$ cat src/rtl/dmbm_pkg.sv
package dmbm_pkg;
   localparam int unsigned NUM_MASTERS = 2;
   typedef enum logic {
      SRC_M0 = 1'b0,
      SRC_M1 = 1'b1
   } src_e;
endpackage

$ cat src/rtl/dmbm_addr_match.sv
module dmbm_addr_match #(
   parameter int unsigned           ADDR_W = 32,
   parameter logic [ADDR_W-1:0]     MASK   = '0,
   parameter logic [ADDR_W-1:0]     MATCH  = '0
) (
   input  logic [ADDR_W-1:0] addr_i,
   output logic              hit_o
);
   generate
      if (MASK == '0) begin : g_open
         logic [ADDR_W-1:0] unused_addr;
         assign unused_addr = addr_i;
         assign hit_o = 1'b1;
      end else begin : g_cmp
         assign hit_o = ((addr_i & MASK) == MATCH);
      end
   endgenerate
endmodule

$ cat src/rtl/dmbm_holder.sv
module dmbm_holder #(
   parameter int unsigned ADDR_W = 32,
   parameter int unsigned DATA_W = 32,
   localparam int unsigned BE_W  = DATA_W / 8
) (
   input  logic              clk,
   input  logic              rst_n,
   input  logic              own_i,
   input  logic              as_i,
   input  logic              hit_i,
   input  logic [ADDR_W-1:0] addr_i,
   input  logic              we_i,
   input  logic [BE_W-1:0]   be_i,
   input  logic [DATA_W-1:0] wd_i,
   output logic              held_o,
   output logic [ADDR_W-1:0] addr_o,
   output logic              we_o,
   output logic [BE_W-1:0]   be_o,
   output logic [DATA_W-1:0] wd_o
);
   logic              held_q;
   logic [ADDR_W-1:0] addr_q;
   logic              we_q;
   logic [BE_W-1:0]   be_q;
   logic [DATA_W-1:0] wd_q;
   logic              take;

   assign take = !held_q && !own_i && as_i && hit_i;

   always_ff @(posedge clk) begin
      if (!rst_n) begin
         held_q <= 1'b0;
         addr_q <= '0;
         we_q   <= 1'b0;
         be_q   <= '0;
         wd_q   <= '0;
      end else if (held_q && own_i) begin
         held_q <= 1'b0;
      end else if (take) begin
         held_q <= 1'b1;
         addr_q <= addr_i;
         we_q   <= we_i;
         be_q   <= be_i;
         wd_q   <= wd_i;
      end
   end

   assign held_o = held_q;
   assign addr_o = addr_q;
   assign we_o   = we_q;
   assign be_o   = be_q;
   assign wd_o   = wd_q;


   hold_capture_chk: assert property (@(posedge clk) disable iff (!rst_n)
      (!own_i && as_i && hit_i && !held_q) |=> (held_q && addr_q == $past(addr_i)));


   hold_keep_chk: assert property (@(posedge clk) disable iff (!rst_n)
      (held_q && !own_i) |=> (held_q && $stable(addr_q) && $stable(be_q) && $stable(wd_q) && $stable(we_q)));
endmodule

$ cat src/rtl/dmbm_ctrl.sv
module dmbm_ctrl
   import dmbm_pkg::*;
(
   input  logic clk,
   input  logic rst_n,
   input  logic sel_req_i,
   input  logic start_i,
   input  logic bus_ready_i,
   output logic eff_o,
   output logic issuer_o,
   output logic busy_o
);
   src_e owner_q, issuer_q, eff;
   logic busy_q, idle;

   assign idle = !busy_q || bus_ready_i;
   assign eff  = idle ? src_e'(sel_req_i) : owner_q;

   always_ff @(posedge clk) begin
      if (!rst_n) begin
         owner_q  <= SRC_M0;
         issuer_q <= SRC_M0;
         busy_q   <= 1'b0;
      end else begin
         owner_q <= eff;
         if (start_i) begin
            busy_q   <= 1'b1;
            issuer_q <= eff;
         end else if (bus_ready_i) begin
            busy_q <= 1'b0;
         end
      end
   end

   assign eff_o    = eff;
   assign issuer_o = issuer_q;
   assign busy_o   = busy_q;


   own_hold_chk: assert property (@(posedge clk) disable iff (!rst_n)
      (busy_q && !bus_ready_i) |=> $stable(owner_q));


   issuer_hold_chk: assert property (@(posedge clk) disable iff (!rst_n)
      (busy_q && !bus_ready_i && !start_i) |=> ($stable(issuer_q) && busy_q));
endmodule

$ cat src/rtl/dual_master_bus_mux.sv
module dual_master_bus_mux
   import dmbm_pkg::*;
#(
   parameter int unsigned       ADDR_W     = 32,
   parameter int unsigned       DATA_W     = 32,
   parameter logic [ADDR_W-1:0] ADDR_MASK  = '0,
   parameter logic [ADDR_W-1:0] ADDR_MATCH = '0,
   localparam int unsigned      BE_W       = DATA_W / 8
) (
   input  logic              clk,
   input  logic              rst_n,
   input  logic              sel_m1,
   input  logic              m0_as,
   input  logic [ADDR_W-1:0] m0_addr,
   input  logic              m0_we,
   input  logic [BE_W-1:0]   m0_be,
   input  logic [DATA_W-1:0] m0_wdata,
   output logic [DATA_W-1:0] m0_rdata,
   output logic              m0_ready,
   input  logic              m1_as,
   input  logic [ADDR_W-1:0] m1_addr,
   input  logic              m1_we,
   input  logic [BE_W-1:0]   m1_be,
   input  logic [DATA_W-1:0] m1_wdata,
   output logic [DATA_W-1:0] m1_rdata,
   output logic              m1_ready,
   output logic              mem_as,
   output logic [ADDR_W-1:0] mem_addr,
   output logic              mem_we,
   output logic [BE_W-1:0]   mem_be,
   output logic [DATA_W-1:0] mem_wdata,
   input  logic [DATA_W-1:0] mem_rdata,
   input  logic              mem_ready
);
   localparam int unsigned NM = NUM_MASTERS;

   initial begin
      assert (DATA_W >= 8 && DATA_W % 8 == 0)
         else $error("DATA_W must be a nonzero multiple of 8");
      assert ((ADDR_MATCH & ~ADDR_MASK) == '0)
         else $error("ADDR_MATCH has bits outside ADDR_MASK");
   end

   logic [NM-1:0]     req_as, req_we, req_hit, hold_v, hold_we, rdy_v;
   logic [ADDR_W-1:0] req_addr [NM];
   logic [ADDR_W-1:0] hold_addr[NM];
   logic [BE_W-1:0]   req_be   [NM];
   logic [BE_W-1:0]   hold_be  [NM];
   logic [DATA_W-1:0] req_wd   [NM];
   logic [DATA_W-1:0] hold_wd  [NM];
   logic              eff, issuer, busy;

   assign req_as      = {m1_as, m0_as};
   assign req_we      = {m1_we, m0_we};
   assign req_addr[0] = m0_addr;
   assign req_addr[1] = m1_addr;
   assign req_be[0]   = m0_be;
   assign req_be[1]   = m1_be;
   assign req_wd[0]   = m0_wdata;
   assign req_wd[1]   = m1_wdata;

   dmbm_ctrl u_ctrl (
      .clk         (clk),
      .rst_n       (rst_n),
      .sel_req_i   (sel_m1),
      .start_i     (mem_as),
      .bus_ready_i (mem_ready),
      .eff_o       (eff),
      .issuer_o    (issuer),
      .busy_o      (busy)
   );

   for (genvar k = 0; k < NM; k++) begin : g_port
      dmbm_addr_match #(
         .ADDR_W (ADDR_W),
         .MASK   (ADDR_MASK),
         .MATCH  (ADDR_MATCH)
      ) u_match (
         .addr_i (req_addr[k]),
         .hit_o  (req_hit[k])
      );

      dmbm_holder #(
         .ADDR_W (ADDR_W),
         .DATA_W (DATA_W)
      ) u_hold (
         .clk    (clk),
         .rst_n  (rst_n),
         .own_i  (eff == 1'(k)),
         .as_i   (req_as[k]),
         .hit_i  (req_hit[k]),
         .addr_i (req_addr[k]),
         .we_i   (req_we[k]),
         .be_i   (req_be[k]),
         .wd_i   (req_wd[k]),
         .held_o (hold_v[k]),
         .addr_o (hold_addr[k]),
         .we_o   (hold_we[k]),
         .be_o   (hold_be[k]),
         .wd_o   (hold_wd[k])
      );

      assign rdy_v[k] = busy && mem_ready && (issuer == 1'(k));


      stall_chk: assert property (@(posedge clk) disable iff (!rst_n)
         hold_v[k] |-> !rdy_v[k]);
   end

   always_comb begin
      if (hold_v[eff]) begin
         mem_as    = 1'b1;
         mem_addr  = hold_addr[eff];
         mem_we    = hold_we[eff];
         mem_be    = hold_be[eff];
         mem_wdata = hold_wd[eff];
      end else begin
         mem_as    = req_as[eff] && req_hit[eff];
         mem_addr  = req_addr[eff];
         mem_we    = req_we[eff];
         mem_be    = req_be[eff];
         mem_wdata = req_wd[eff];
      end
   end

   assign m0_ready = rdy_v[0];
   assign m1_ready = rdy_v[1];
   assign m0_rdata = rdy_v[0] ? mem_rdata : '0;
   assign m1_rdata = rdy_v[1] ? mem_rdata : '0;


   one_ready_chk: assert property (@(posedge clk) disable iff (!rst_n)
      $onehot0({m1_ready, m0_ready}));


   ready_pass_chk: assert property (@(posedge clk) disable iff (!rst_n)
      (mem_ready && busy) |-> (m0_ready || m1_ready));
endmodule

$ cat config.mk
export PLATFORM = sky130hd
export DESIGN_NAME = dual_master_bus_mux
export DESIGN_NICKNAME = d
export VERILOG_FILES = /design/src/rtl/dmbm_pkg.sv /design/src/rtl/dmbm_addr_match.sv /design/src/rtl/dmbm_holder.sv /design/src/rtl/dmbm_ctrl.sv /design/src/rtl/dual_master_bus_mux.sv
export SDC_FILE = /design/constraint.sdc
export NUM_CORES = 1
export LEC_CHECK = 0
export BUFFER_PORTS_ARGS = -buffer_cell sky130_fd_sc_hd__clkbuf_2
export CAP_MARGIN = 20
export CORE_MARGIN = 1.5
export CORE_UTILIZATION = 50
export CTS_BUF_LIST = sky130_fd_sc_hd__clkbuf_16
export DETAILED_ROUTE_END_ITERATION = 10
export GPL_ROUTABILITY_DRIVEN = 1
export PLACE_DENSITY = 0.8
export SLEW_MARGIN = 15
export SYNTH_ARGS = -nofsm -noshare
export SYNTH_HDL_FRONTEND = slang
export SYNTH_SLANG_ARGS = --single-unit
$ cat constraint.sdc
create_clock -name clk -period 2.02 [get_ports clk]
set_clock_uncertainty 0.05 [all_clocks]
set_input_delay 0.404 -clock clk [delete_from_list [all_inputs] [get_ports clk]]
set_output_delay 0.404 -clock clk [all_outputs]
set_load 0.01 [all_outputs]
==> key figures <==
Outcome
  • Status: complete, but fails checks
  • Violated checks: setup timing

Place
  • Detailed placement HPWL: 18.4 mm
  • Gpl congestion: slightly below 0.9
  • Input/output buffers: around 310
  • Pre-CTS setup slack: -0.0603 ns
  • Post-DP Area: 10,000 um^2

STA
  • Worst-margin pin slew: ~0.53 ns
  • Setup TNS: -17.56 ns
  • Tcrit/Tclk final: 115%
  • Hold Vio Cnt, Final: 0
  • FMAX: between 0.4 and 0.5 GHz
  • # setup viols final: approximately 140
  • RSZ-0062 raised after global routing: true
  • Setup ws final: -0.295 ns
  • Worst rel slew slack: between 60 and 70%
  • Tmin final: ~2.3 ns
  • Fin. max-slew vios: 0

Setup path
  • Startpoint class of the critical path: flip-flop
  • CP Buf/Inv Count: 3
  • R2R cell count: 10
  • Max Fanout on Critical Path: 6
  • Worst setup EP type: primary output
  • Slowest cell delay on critical path: 0.33 ns
  • CP max-delay cell: dfxtp_2
  • Crit path cell chain: nor2b_4 > o21a_4 > buf_12 > clkbuf_16 > a211oi_2 > a21oi_2 > buf_2
  • Setup Crit Path Kind: flip-flop to primary output
  • Worst EP arrival: ~1.9 ns
  • CP required: between 1.5 and 2 ns
  • WP depth: 7
  • CP delay by family, top: compound AO/OA/AOI/OAI gates

Drt
  • 1st-pass router iterations: 5
  • Drt total wl: about 31 mm
  • Detailed-route via count: between 9k and 10k
  • WL/cell: about 20 um
  • Via/cell ratio: approximately 5.7
  • DRT iter0 DRCs: 670
  • DRC Markers: 0
  • Final ANT Viol Nets: 0

Layout
  • Share of cells above drive strength 1: just over 40%
  • Layout fillers: between 900 and 1k
  • Final Net Count: between 1.5k and 2k
  • Area Overhead vs Synth: 55.3%
  • Post-layout instance area: approximately 12,000 um^2

Min path
  • Hold Path Depth: 3
  • Worst Hold Class: primary input to flip-flop

GRT
  • Global route overflow: 0
  • Antenna violations before repair: 8
  • Vias in the first global route: slightly above 8k
  • First-pass GRT wire length: about 43 mm
  • Pin count of the biggest net entering global routing: 72
  • GRT Util Overall: approximately a third

Die
  • Die area: between 15,000 and 20,000 um^2
  • Core area: around 15,000 um^2
  • Initial Utilization: around half
  • Cell Rows: 45
  • Die W: 129 um
  • Boundary pin count: roughly 310
  • Die height: 129 um

Synthesis
  • Syn nets: 1,193
  • Syn Area/Cell: slightly below 8 um^2
  • Synth unique cells: 25
  • Register area share after synthesis: 35.9%
  • Syn Inst Count: roughly 1k
  • FF+latch count, synth: 143
  • Post-Synthesis Cell Area: approximately 8000 um^2
  • Yosys warnings: 0

CTS
  • Max clock buf depth: 2
  • Clk pin slew, worst setup/hold paths: around 0.060 ns
  • CTS tree: yes
  • Total CTS buffers: 17
  • Worst skew pair latency: about 0.42 ns
  • Clock root buffer: clkbuf_16
  • Htree depth: 4
  • Num Clock Sinks: approximately 140

Pwr
  • PwrDens: between 700 and 800 nW/um^2
  • Leakage: between 5 and 6 nW
  • Max VDD drop: 0.653 mV
  • Total Power: roughly 8.7 mW

Job
  • # Max-Cap Violations: 0
state kept, by name (all words and copies together), names as in the netlist:
signal / flops
u_ctrl.owner_q: 1
u_ctrl.issuer_o: 1
g_port.u_hold.we_o: 2
u_ctrl.busy_o: 1
g_port.u_hold.be_o: 8
g_port.u_hold.held_o: 2
g_port.u_hold.addr_o: 64
g_port.u_hold.wd_o: 64
metrics by stage:
step / util, % / cells / hold slack [ns]
2_1_floorplan: - / 1017 / 0.380
3_5_place_dp: 65.4 / 1489 / 0.391
3_3_place_gp: 65.4 / 1489 / 0.386
6_report: 80.6 / 1573 / 0.153
4_1_cts: 76.3 / 1548 / 0.147
5_1_grt: 80.6 / 1572 / 0.154
placed cells by master (no fill, tap or decap), drive strengths merged:
master	count
clkbuf	260
nand2	208
buf	158
dfxtp	143
mux2i	139
nand3	138
nor2b	72
a211oi	69
a21oi	69
and2	65
diode	9
bufinv	4
nor2	4
o21a	4
clkinvlp	3
clkinv	3
o21ai	3
inv	3
o211ai	2
bufbuf	2
nand3b	1
and3	1
o211a	1
nor3b	1
logic make-up after synthesis:
family,after synthesis,synth area share [%]
simple gates,490,29.7
mux,139,17.4
buf+inv,99,5.43
compound gates,146,11.5
flops,143,35.9
area by class of cell:
| class | count | area [um^2] | area share [%] |
|---|---|---|---|
| Antenna cell | 9 | 22.5 | 0.182 |
| Sequential cell | 143 | 2870 | 23.2 |
| Multi-Input combinational cell | 777 | 5520 | 44.5 |
| Clock buffer | 17 | 425 | 3.43 |
| Inverter | 1 | 3.75 | 0.0303 |
| Timing Repair Buffer | 403 | 3120 | 25.2 |
| Clock inverter | 12 | 169 | 1.36 |
| Tap cell | 211 | 264 | 2.13 |
worst min-delay path, cell delays in order:
cell	delay (ns)
clkbuf_2	0.08
nand3_1	0.05
nand2_1	0.06
metal layers:
layer / GRT usage (%) / routed length [um] / vias to the layer above / part of all wire, %
li1: - / - / 4143 / -
met2: 59.4 / 16100 / 494 / 51
met1: 35.7 / 10900 / 4261 / 35
met4: 20.4 / 1990 / 0 / 6.3
met5: 0 / 0 / - / 0
met3: 7.68 / 2380 / 129 / 7.6
cell usage after synthesis:
library cell,instances,area (um^2)
a211oi_1,69,518
a21oi_1,69,345
and2_1,65,407
and3_1,1,6.26
buf_1,8,30.0
buf_2,16,80.1
buf_4,6,45.0
buf_6,1,11.3
buf_8,1,15.0
clkbuf_1,66,248
dfxtp_1,143,2860
inv_1,1,3.75
mux2i_1,139,1390
nand2_1,208,781
nand3_1,138,691
nand3b_1,1,7.51
nor2_1,4,15.0
nor2b_1,71,444
nor2b_2,1,8.76
nor3b_2,1,12.5
o211a_1,1,10.0
o211ai_1,2,15.0
o21a_1,1,7.51
o21a_2,1,8.76
o21ai_0,3,15.0
report_power, final:
group	switching (mW)	total (mW)	internal [mW]
clock	1.22	3.25	2.03
sequential	0.129	3.12	2.99
combinational	1.26	2.38	1.12
total	2.60	8.75	6.14
path summary, 6_finish.rpt:
| path | startpoint | to | slack (ns) |
|---|---|---|---|
| max reg2reg | u_ctrl.busy_o | g_port[0].u_hold.addr_o[25] | -0.07 |
| min | m1_addr[10] | g_port[1].u_hold.addr_o[10] | 0.15 |
| min reg2reg | g_port[1].u_hold.wd_o[31] | g_port[1].u_hold.wd_o[31] | 0.40 |
| max | u_ctrl.busy_o | mem_wdata[26] | -0.29 |
repair_timing:
item | 4_1_cts | 5_1_grt
gates cloned | 13 | 11
resized for setup | 147 | 149
pin swaps | 44 | 23
setup endpoints to repair | 71 | 200
setup buffers | 17 | 9
hold buffers | 0 | 0
endpoints found under the hold margin | 0 | 0
No activity file was read; power rests on OpenSTA's default activity.
